<file path="src/rtl/hpe_pkg.sv">
package hpe_pkg;
    // address width for a table of n entries, never below one bit
    function automatic int abits(input int n);
        return (n > 1) ? $clog2(n) : 1;
    endfunction
endpackage

</file>
<file path="src/rtl/hpe_coef_bank.sv">
module hpe_coef_bank #(
    parameter int DW    = 16,
    parameter int DEPTH = 16,
    parameter int AW    = 4
) (
    input  logic          clk,
    input  logic          we,
    input  logic [AW-1:0] waddr,
    input  logic [DW-1:0] wdata,
    input  logic [AW-1:0] raddr,
    output logic [DW-1:0] rdata
);
    logic [DW-1:0] mem [DEPTH];

    always_ff @(posedge clk) begin
        if (we) mem[waddr] <= wdata;
        rdata <= mem[raddr];
    end
endmodule

</file>
<file path="src/rtl/hpe_index.sv">
module hpe_index #(
    parameter int DW    = 16,
    parameter int DEPTH = 16,
    parameter int AW    = 4,
    parameter int SHIFT = 4
) (
    input  logic          clk,
    input  logic          rst_n,
    input  logic          in_valid,
    input  logic [DW-1:0] in_x,
    input  logic [DW-1:0] base,
    output logic          v_o,
    output logic [AW-1:0] idx_o,
    output logic [DW-1:0] x_o
);
    localparam int EW = DW + 2;
    localparam logic signed [EW-1:0] HALF = (SHIFT > 0) ? EW'(1 << (SHIFT - 1)) : '0;
    localparam logic signed [EW-1:0] TOP  = EW'(DEPTH - 1);
    localparam logic signed [EW-1:0] SPAN = EW'(DEPTH << SHIFT);

    typedef struct packed {
        logic          v;
        logic [AW-1:0] idx;
        logic [DW-1:0] x;
    } ix_t;

    ix_t st_d, st_q;
    logic signed [DW-1:0] xs, bs;
    logic signed [EW-1:0] diff_d, row_d;

    assign xs = in_x;
    assign bs = base;

    always_comb begin
        diff_d = EW'(xs) - EW'(bs) + HALF;
        row_d  = diff_d >>> SHIFT;
        st_d.v = in_valid;
        st_d.x = in_x;
        if (row_d < 0)        st_d.idx = '0;
        else if (row_d > TOP) st_d.idx = AW'(DEPTH - 1);
        else                  st_d.idx = AW'(row_d);
    end

    always_ff @(posedge clk) begin
        if (!rst_n) st_q <= '0;
        else        st_q <= st_d;
    end

    assign v_o   = st_q.v;
    assign idx_o = st_q.idx;
    assign x_o   = st_q.x;

    // a sample below the base can only land on row 0
    a_r5_clamp_low: assert property (@(posedge clk) disable iff (!rst_n)
        (in_valid && xs < bs) |=> (idx_o == '0));

    // a sample a full table span above the base lands on the last row
    a_r6_clamp_high: assert property (@(posedge clk) disable iff (!rst_n)
        (in_valid && (EW'(xs) >= EW'(bs) + SPAN)) |=> (idx_o == AW'(DEPTH - 1)));
endmodule

</file>
<file path="src/rtl/hpe_horner_step.sv">
module hpe_horner_step #(
    parameter int DW   = 16,
    parameter int FRAC = 8,
    parameter int NC   = 3,
    parameter int J    = 0
) (
    input  logic                   clk,
    input  logic                   rst_n,
    input  logic                   v_in,
    input  logic [DW-1:0]          d_in,
    input  logic [DW-1:0]          acc_in,
    input  logic [NC-1:0][DW-1:0]  cf_in,
    output logic                   v_out,
    output logic [DW-1:0]          d_out,
    output logic [DW-1:0]          acc_out,
    output logic [NC-1:0][DW-1:0]  cf_out
);
    typedef struct packed {
        logic                  v;
        logic [DW-1:0]         d;
        logic [DW-1:0]         acc;
        logic [NC-1:0][DW-1:0] cf;
    } hs_t;

    hs_t st_d, st_q;
    logic signed [DW-1:0]   ds, as;
    logic signed [2*DW-1:0] prod_d;

    assign ds = d_in;
    assign as = acc_in;

    always_comb begin
        prod_d     = (2*DW)'(ds) * (2*DW)'(as);
        st_d.v     = v_in;
        st_d.d     = d_in;
        st_d.cf    = cf_in;
        st_d.acc   = DW'(prod_d >>> FRAC) + cf_in[J];
    end

    always_ff @(posedge clk) begin
        if (!rst_n) st_q <= '0;
        else        st_q <= st_d;
    end

    assign v_out   = st_q.v;
    assign d_out   = st_q.d;
    assign acc_out = st_q.acc;
    assign cf_out  = st_q.cf;

    // the valid flag advances exactly one stage per edge
    a_r2_valid_carry: assert property (@(posedge clk) disable iff (!rst_n)
        v_in |=> v_out);
endmodule

</file>
<file path="src/rtl/hpe_top.sv">
module hpe_top #(
    parameter int DW    = 16,
    parameter int FRAC  = 8,
    parameter int DEG   = 2,
    parameter int DEPTH = 16,
    parameter int SHIFT = 4,
    localparam int NCOL = DEG + 2,
    localparam int NC   = DEG + 1,
    localparam int AW   = hpe_pkg::abits(DEPTH),
    localparam int CW   = hpe_pkg::abits(NCOL)
) (
    input  logic          clk,
    input  logic          rst_n,
    input  logic          in_valid,
    input  logic [DW-1:0] in_x,
    input  logic          wr_en,
    input  logic [CW-1:0] wr_col,
    input  logic [AW-1:0] wr_addr,
    input  logic [DW-1:0] wr_data,
    output logic          out_valid,
    output logic [DW-1:0] out_y
);
    typedef struct packed {
        logic          v2;
        logic [DW-1:0] x2;
        logic          v3;
        logic [DW-1:0] d3;
        logic [DW-1:0] acc3;
        logic [NC-1:0][DW-1:0] cf3;
        logic [DW-1:0] base;
    } tp_t;

    tp_t st_d, st_q;

    logic          v1;
    logic [AW-1:0] idx1;
    logic [DW-1:0] x1;
    logic [DW-1:0] rdat [NCOL];

    hpe_index #(.DW(DW), .DEPTH(DEPTH), .AW(AW), .SHIFT(SHIFT)) index_i (
        .clk(clk), .rst_n(rst_n), .in_valid(in_valid), .in_x(in_x),
        .base(st_q.base), .v_o(v1), .idx_o(idx1), .x_o(x1)
    );

    for (genvar k = 0; k < NCOL; k++) begin : g_bank
        hpe_coef_bank #(.DW(DW), .DEPTH(DEPTH), .AW(AW)) bank_i (
            .clk(clk),
            .we(wr_en && (wr_col == CW'(k))),
            .waddr(wr_addr), .wdata(wr_data),
            .raddr(idx1), .rdata(rdat[k])
        );
    end

    always_comb begin
        st_d      = st_q;
        st_d.v2   = v1;
        st_d.x2   = x1;
        st_d.v3   = st_q.v2;
        st_d.d3   = st_q.x2 - rdat[0];
        st_d.acc3 = rdat[NCOL-1];
        for (int k = 0; k < NC; k++) st_d.cf3[k] = rdat[k+1];
        if (wr_en && wr_col == '0 && wr_addr == '0) st_d.base = wr_data;
    end

    always_ff @(posedge clk) begin
        if (!rst_n) st_q <= '0;
        else        st_q <= st_d;
    end

    logic                  hv   [DEG+1];
    logic [DW-1:0]         hd   [DEG+1];
    logic [DW-1:0]         hacc [DEG+1];
    logic [NC-1:0][DW-1:0] hcf  [DEG+1];

    assign hv[0]   = st_q.v3;
    assign hd[0]   = st_q.d3;
    assign hacc[0] = st_q.acc3;
    assign hcf[0]  = st_q.cf3;

    for (genvar s = 0; s < DEG; s++) begin : g_step
        hpe_horner_step #(.DW(DW), .FRAC(FRAC), .NC(NC), .J(DEG - 1 - s)) step_i (
            .clk(clk), .rst_n(rst_n),
            .v_in(hv[s]), .d_in(hd[s]), .acc_in(hacc[s]), .cf_in(hcf[s]),
            .v_out(hv[s+1]), .d_out(hd[s+1]), .acc_out(hacc[s+1]), .cf_out(hcf[s+1])
        );
    end

    assign out_valid = hv[DEG];
    assign out_y     = hacc[DEG];

    // every accepted sample enters the pipe on the next edge
    a_r3_accept_each: assert property (@(posedge clk) disable iff (!rst_n)
        in_valid |=> v1);
endmodule

</file>
<file path="config.mk">
export PLATFORM = sky130hd
export DESIGN_NAME = hpe_top
export DESIGN_NICKNAME = d
export VERILOG_FILES = /design/src/rtl/hpe_pkg.sv /design/src/rtl/hpe_coef_bank.sv /design/src/rtl/hpe_index.sv /design/src/rtl/hpe_horner_step.sv /design/src/rtl/hpe_top.sv
export SDC_FILE = /design/constraint.sdc
export NUM_CORES = 2
export LEC_CHECK = 0
export CORE_ASPECT_RATIO = 1.1
export CORE_MARGIN = 1
export CORE_UTILIZATION = 58
export CTS_CLUSTER_SIZE = 30
export DETAILED_ROUTE_END_ITERATION = 16
export DONT_BUFFER_PORTS = 1
export PLACE_DENSITY = 0.76
export SYNTH_ARGS = -nofsm -noshare
export SYNTH_HDL_FRONTEND = slang
export SYNTH_HIERARCHICAL = 1
export SYNTH_SLANG_ARGS = --single-unit
</file>
<file path="constraint.sdc">
create_clock -name clk -period 7.5 [get_ports clk]
set_input_delay 0.375 -clock clk [delete_from_list [all_inputs] [get_ports clk]]
set_output_delay 0.375 -clock clk [all_outputs]
set_load 0.02 [all_outputs]
</file>
* Yosys cells after proc, flatten, opt, wreduce, memory -nomap -nowiden
Memory sizes are Yosys's and may differ from the RTL's. A register that Yosys moved wholly into a read port is not among the register bits. Cells that the tools add are included. W data, S select, Z words.
Word-level totals: memories 4, RAM bits 1024, register bits 185, word-level logic and storage cells 51
Memory list:
- g_bank[0].bank_i.mem | words 16, width 16, rd ports 1, clocked after Yosys merged registers in 1, write ports 1, line hpe_coef_bank.sv:13 | logic [DW-1:0] mem [DEPTH];
- g_bank[1].bank_i.mem | words 16, width 16, rd ports 1, clocked after Yosys merged registers in 1, write ports 1, line hpe_coef_bank.sv:13
- g_bank[2].bank_i.mem | words 16, width 16, rd ports 1, clocked after Yosys merged registers in 1, write ports 1, line hpe_coef_bank.sv:13
- g_bank[3].bank_i.mem | words 16, width 16, rd ports 1, clocked after Yosys merged registers in 1, write ports 1, line hpe_coef_bank.sv:13
Operators by class: multiply operators 2, add/sub/neg operators 5, muxes and demuxes 9, equal/unequal tests 3, reduce and logical (&&, ||, !) cells 8, bitwise logic cells 1, magnitude comparators 2
Operator list (number):
- $mul A16 B16 Y24 | 2
- $add A16 B16 Y16 | 2
- $add A17 B5 Y18 const B | 1
- $sub A16 B16 Y17 | 1
- $sub A16 B16 Y16 | 1
- $gt A14 B5 Y1 const B | 1
- $lt A14 B1 Y1 const B | 1
- $mux W1 | 8
- $logic_and A1 B1 Y1 | 5
- $eq A2 B2 Y1 const B | 2
- $logic_not A4 Y1 | 1
- $mux W4 | 1
- $eq A2 B1 Y1 const B | 1
- $logic_not A2 Y1 | 1
- $reduce_or A2 Y1 | 1
- $not A1 Y1 | 1

* Depth between registers and ports, before layout
depth after elaboration 4, mapped depth 32

* Hierarchy
The synthesis kept the hierarchy.
By module, submodules not included:
- hpe_coef_bank | instances 4, cells an instance 432, seq. area each 8007.7 µm², area an instance 10043.4 µm²
- hpe_horner_step at g_step[1].step_i | instances 1, cells an instance 1098, seq. area each 1621.6 µm², area an instance 10224.8 µm²
- hpe_horner_step at g_step[0].step_i | instances 1, cells an instance 1089, seq. area each 1621.6 µm², area an instance 10166.0 µm²
- hpe_top | instances 1, cells an instance 334, seq. area each 1961.9 µm², area an instance 3514.6 µm²
- hpe_index | instances 1, cells an instance 221, seq. area each 420.4 µm², area an instance 1848.0 µm²

* Worst setup path before layout
Ideal clock, no wire load.
path type flip-flop to flip-flop, start register, netlist name hcf[135], end register g_step[0].step_i.st_q, in the netlist g_step[0].step_i/acc_out[15], period minus slack after synthesis 7.146 ns, cell stages (with the launch flop) 31, path buffers 2, data required time 7.385 ns, slack 0.354 ns, data arrival time 7.031 ns, cell sequence dfxtp_1 -> clkbuf_1 -> clkbuf_1 -> nand2_1 -> fa_1 -> inv_1 -> fa_1 -> inv_1 -> fa_1 -> inv_1 -> fa_1 -> fa_1 -> inv_1 -> fa_1 -> inv_1 -> ha_1 -> and3_1 -> a221oi_4 -> o21ai_2 -> o41a_4 -> a21oi_1 -> nor2b_1 -> nor2_1 -> xnor2_1 -> ha_1 -> a21o_1 -> a31oi_1 -> o21ai_0 -> xnor2_1 -> xnor2_1 -> and2_1
RTL lines:
- end signal: assignment | line hpe_horner_step.sv:42 | else st_q <= st_d;
- end: declaration | line hpe_horner_step.sv:25 | hs_t st_d, st_q;

* Worst setup path in the final report
start register g_step[0].step_i.st_q, in the netlist g_step[0].step_i/acc_out[4], end register g_step[1].step_i.st_q, in the netlist g_step[1].step_i/acc_out[15]
On the way: longest elaborated chain between the ends 2
RTL lines:
- $mul A16 B16 Y24 | line hpe_horner_step.sv:33 | prod_d = (2*DW)'(ds) * (2*DW)'(as);
- $add A16 B16 Y16 | line hpe_horner_step.sv:37 | st_d.acc = DW'(prod_d >>> FRAC) + cf_in[J];
- end signal: assignment | line hpe_horner_step.sv:42
- end: declaration | line hpe_horner_step.sv:25
No other way between the ends. A chain may end at the register's enable or synchronous reset.

==> run_results.csv <==
group,metric,value,unit
sta,setup_viol_count_final,0,
global_routing,antenna_found_initial,3,
floorplanning,core_area,108000,sq um
detailed_routing,drt_wl_total,143000,um
pwr,p_total,22.8,mW
floorplanning,dieArea,111000,sq um
global_routing,grt_pass1_wl,219000,um
layout,final_cell_mix,"edfxtp_1, inv_1, fa_1",
floorplanning,die_width,317,um
clock_network,cts_sinks,1273,
layout,fin_cells,5887,
floorplanning,dieHeight,349,um
sta,rsz0062_at_grt,"no",
status,status,"complete, no violations",
detailed_routing,wire_per_inst,24.3,um
worst_setup_path,ff2ff_path_depth,26,
sta,fin_tns_setup,0,ns
placed_design,port_buffers,0,
clock_network,clk_latency,0.71,ns
worst_setup_path,slowest_stage,"fa_1",
global_routing,grt-ovfl-total,0,
worst_setup_path,worst-path-buf-inv,4,
clock_network,cts_root_buf,"clkbuf_16",
detailed_routing,drtIter0Drc,3486,
clock_network,cts_buffer_depth,3,
worst_hold_path,whs_path_depth,1,
detailed_routing,vias_per_cell,5.99,
sta,hold_viol_final,0,
placed_design,dp.cells,5614,
floorplanning,initial_utilization,58.8,%
clock_network,path_clk_slew,0.07,ns
layout,layout.nets,5009,
flow_run,drv_cap,0,
placed_design,gp_congestion,0.871,
worst_setup_path,cp_common_cell,"fa_1",
sta,fmax,140,MHz
floorplanning,io_pins,59,
pwr,vdd_drop_max,0.000429,V
sta,period_needed,7.12,ns
worst_setup_path,cp.required,8.06,ns
sta,min_period_over_period,94.9,%
synthesis,synthCells,4272,
synthesis,syn_nets,4906,
worst_setup_path,crit_path_start_kind,"flip-flop",
worst_setup_path,r2r_slack,0.38,ns
synthesis,yosysWarningCount,6,
clock_network,cts_tree,"built",
placed_design,dpl.hpwl,88900,um
worst_setup_path,endpoint_kind,"flip-flop",
sta,drv_slew,0,
detailed_routing,dr.pass1.iters,5,
global_routing,grtUsageTotal,26.5,%
clock_network,cts_max_level,3,
layout,diodes,0,
detailed_routing,num_vias,35300,
synthesis,netlist_area,63400,sq um
sta,finClkSkew,0.0428,ns
worst_setup_path,crit_type,"flip-flop to flip-flop",
worst_setup_path,worstReg2RegStart,"g_step[0].step_i/acc_out[4]$_SDFF_PN0_",
pwr,p_per_area,325,nW/um^2
synthesis,avgSynthCellArea,14.8,sq um
worst_setup_path,cp_data_arrival_time,7.68,ns
worst_setup_path,cp_max_fo,16,
clock_network,numCtsBuffers,118,
detailed_routing,drc,0,
worst_hold_path,holdPathEnd,"g_bank[0].bank_i/mem[8][10]$_DFFE_PP_",
pwr,power.leakage,26.5,nW
floorplanning,core.rowCount,126,
worst_hold_path,min_path_type,"primary input to flip-flop",
worst_hold_path,holdCritStartpoint,"wr_data[10]",
sta,slew_headroom,19.7,%
sta,worst_slew_pin_slew,1.20,ns
worst_setup_path,r2r_end,"g_step[1].step_i/acc_out[15]$_SDFF_PN0_",
layout,drive_gt1_share,14.1,%
detailed_routing,ant_nets,0,
worst_setup_path,max_stage_delay,0.53,ns
layout,final_common_cell,"edfxtp_1",
layout,final_util,65.1,%
global_routing,grt_pass1_vias,36600,
global_routing,grt_max_degree,141,
layout,areaGrowthSynthToFinish,10.7,%
worst_setup_path,worst_path_dominant_cell_family,"adder cells",
-- flip-flops by register name (all words and copies together), names as in the netlist --
name / cells
g_bank.bank_i/mem: 1024
g_bank.bank_i/rdata: 64
g_step.step_i/acc_out: 32
g_step.step_i/cf_out: 16
g_step.step_i/d_out: 16
g_step.step_i/v_out: 2
hcf: 48
hd: 16
hv: 1
index_i/idx_o: 4
index_i/v_o: 1
index_i/x_o: 16
st_d: 1
st_q: 32
-- where the power goes --
part | leakage, nW | internal [mW] | switching (mW) | total, mW
logic | 13.2 | 3.72 | 4.59 | 8.32
clock network | 1.97 | 3.53 | 2.63 | 6.17
registers | 11.3 | 7.93 | 0.420 | 8.35
-- area by class of cell --
cell class	instances	area [sq um]
flip-flops and latches	1273	35800
well taps	1408	1760
fillers	7433	37600
repair buffers	163	1680
multi-input cells	2295	25000
inverters	524	1970
clock inverters	63	697
clock buffers	161	3330
-- metrics by stage --
stage	hold slack, ns	area (sq um)	worst slack (ns)
global placement	0.417	65300	0.188
detailed placement	0.418	65300	0.102
CTS	0.0202	70100	0.0427
floorplan	0.412	63400	0.370
global route	0.0337	70200	0.00733
finish	0.0325	70200	0.379
-- what timing repair did --
action / in CTS / in global routing
hold buffers: 49 / 0
setup endpoints to repair: 0 / 8
hold endpoints to repair: 1250 / 0
resized for setup: 0 / 38
buffers inserted: 0 / 0
-- worst reg2reg max path, delay by kind of cell, from the launching register on --
family,cells,cell delay (ns)
adders and majority gates,8,3.52
and+or+nand+nor,3,0.51
xor gates and xnor gates,3,0.37
buffers and inverters,4,0.21
AOI/OAI and AO/OA,8,1.97
DFF,1,0.41
-- routing by layer --
layer	part of all wire, %	GRT usage [%]	vias up
li1	-	-	15300
met1	38	35.2	18200
met2	51	45.3	1482
met3	7.2	3.53	289
met4	3.2	8.90	0
met5	0	0	-
-- how the worst max path moves through the flow --
stage / slack (ns) / from / to / depth (start not counted)
2_1_floorplan: 0.37 / hcf[135]$_SDFF_PN0_ / g_step[0].step_i/acc_out[15]$_SDFF_PN0_ / 30
3_3_place_gp: 0.19 / hcf[129]$_SDFF_PN0_ / g_step[0].step_i/acc_out[15]$_SDFF_PN0_ / 27
3_5_place_dp: 0.10 / hcf[129]$_SDFF_PN0_ / g_step[0].step_i/acc_out[15]$_SDFF_PN0_ / 27
4_1_cts: 0.04 / g_step[0].step_i/acc_out[1]$_SDFF_PN0_ / g_step[1].step_i/acc_out[15]$_SDFF_PN0_ / 27
5_1_grt: 0.007 / hd[37]$_SDFF_PN0_ / g_step[0].step_i/acc_out[15]$_SDFF_PN0_ / 28
6_report: 0.38 / g_step[0].step_i/acc_out[4]$_SDFF_PN0_ / g_step[1].step_i/acc_out[15]$_SDFF_PN0_ / 26
Note: power is estimated with default switching activity, not from simulation.
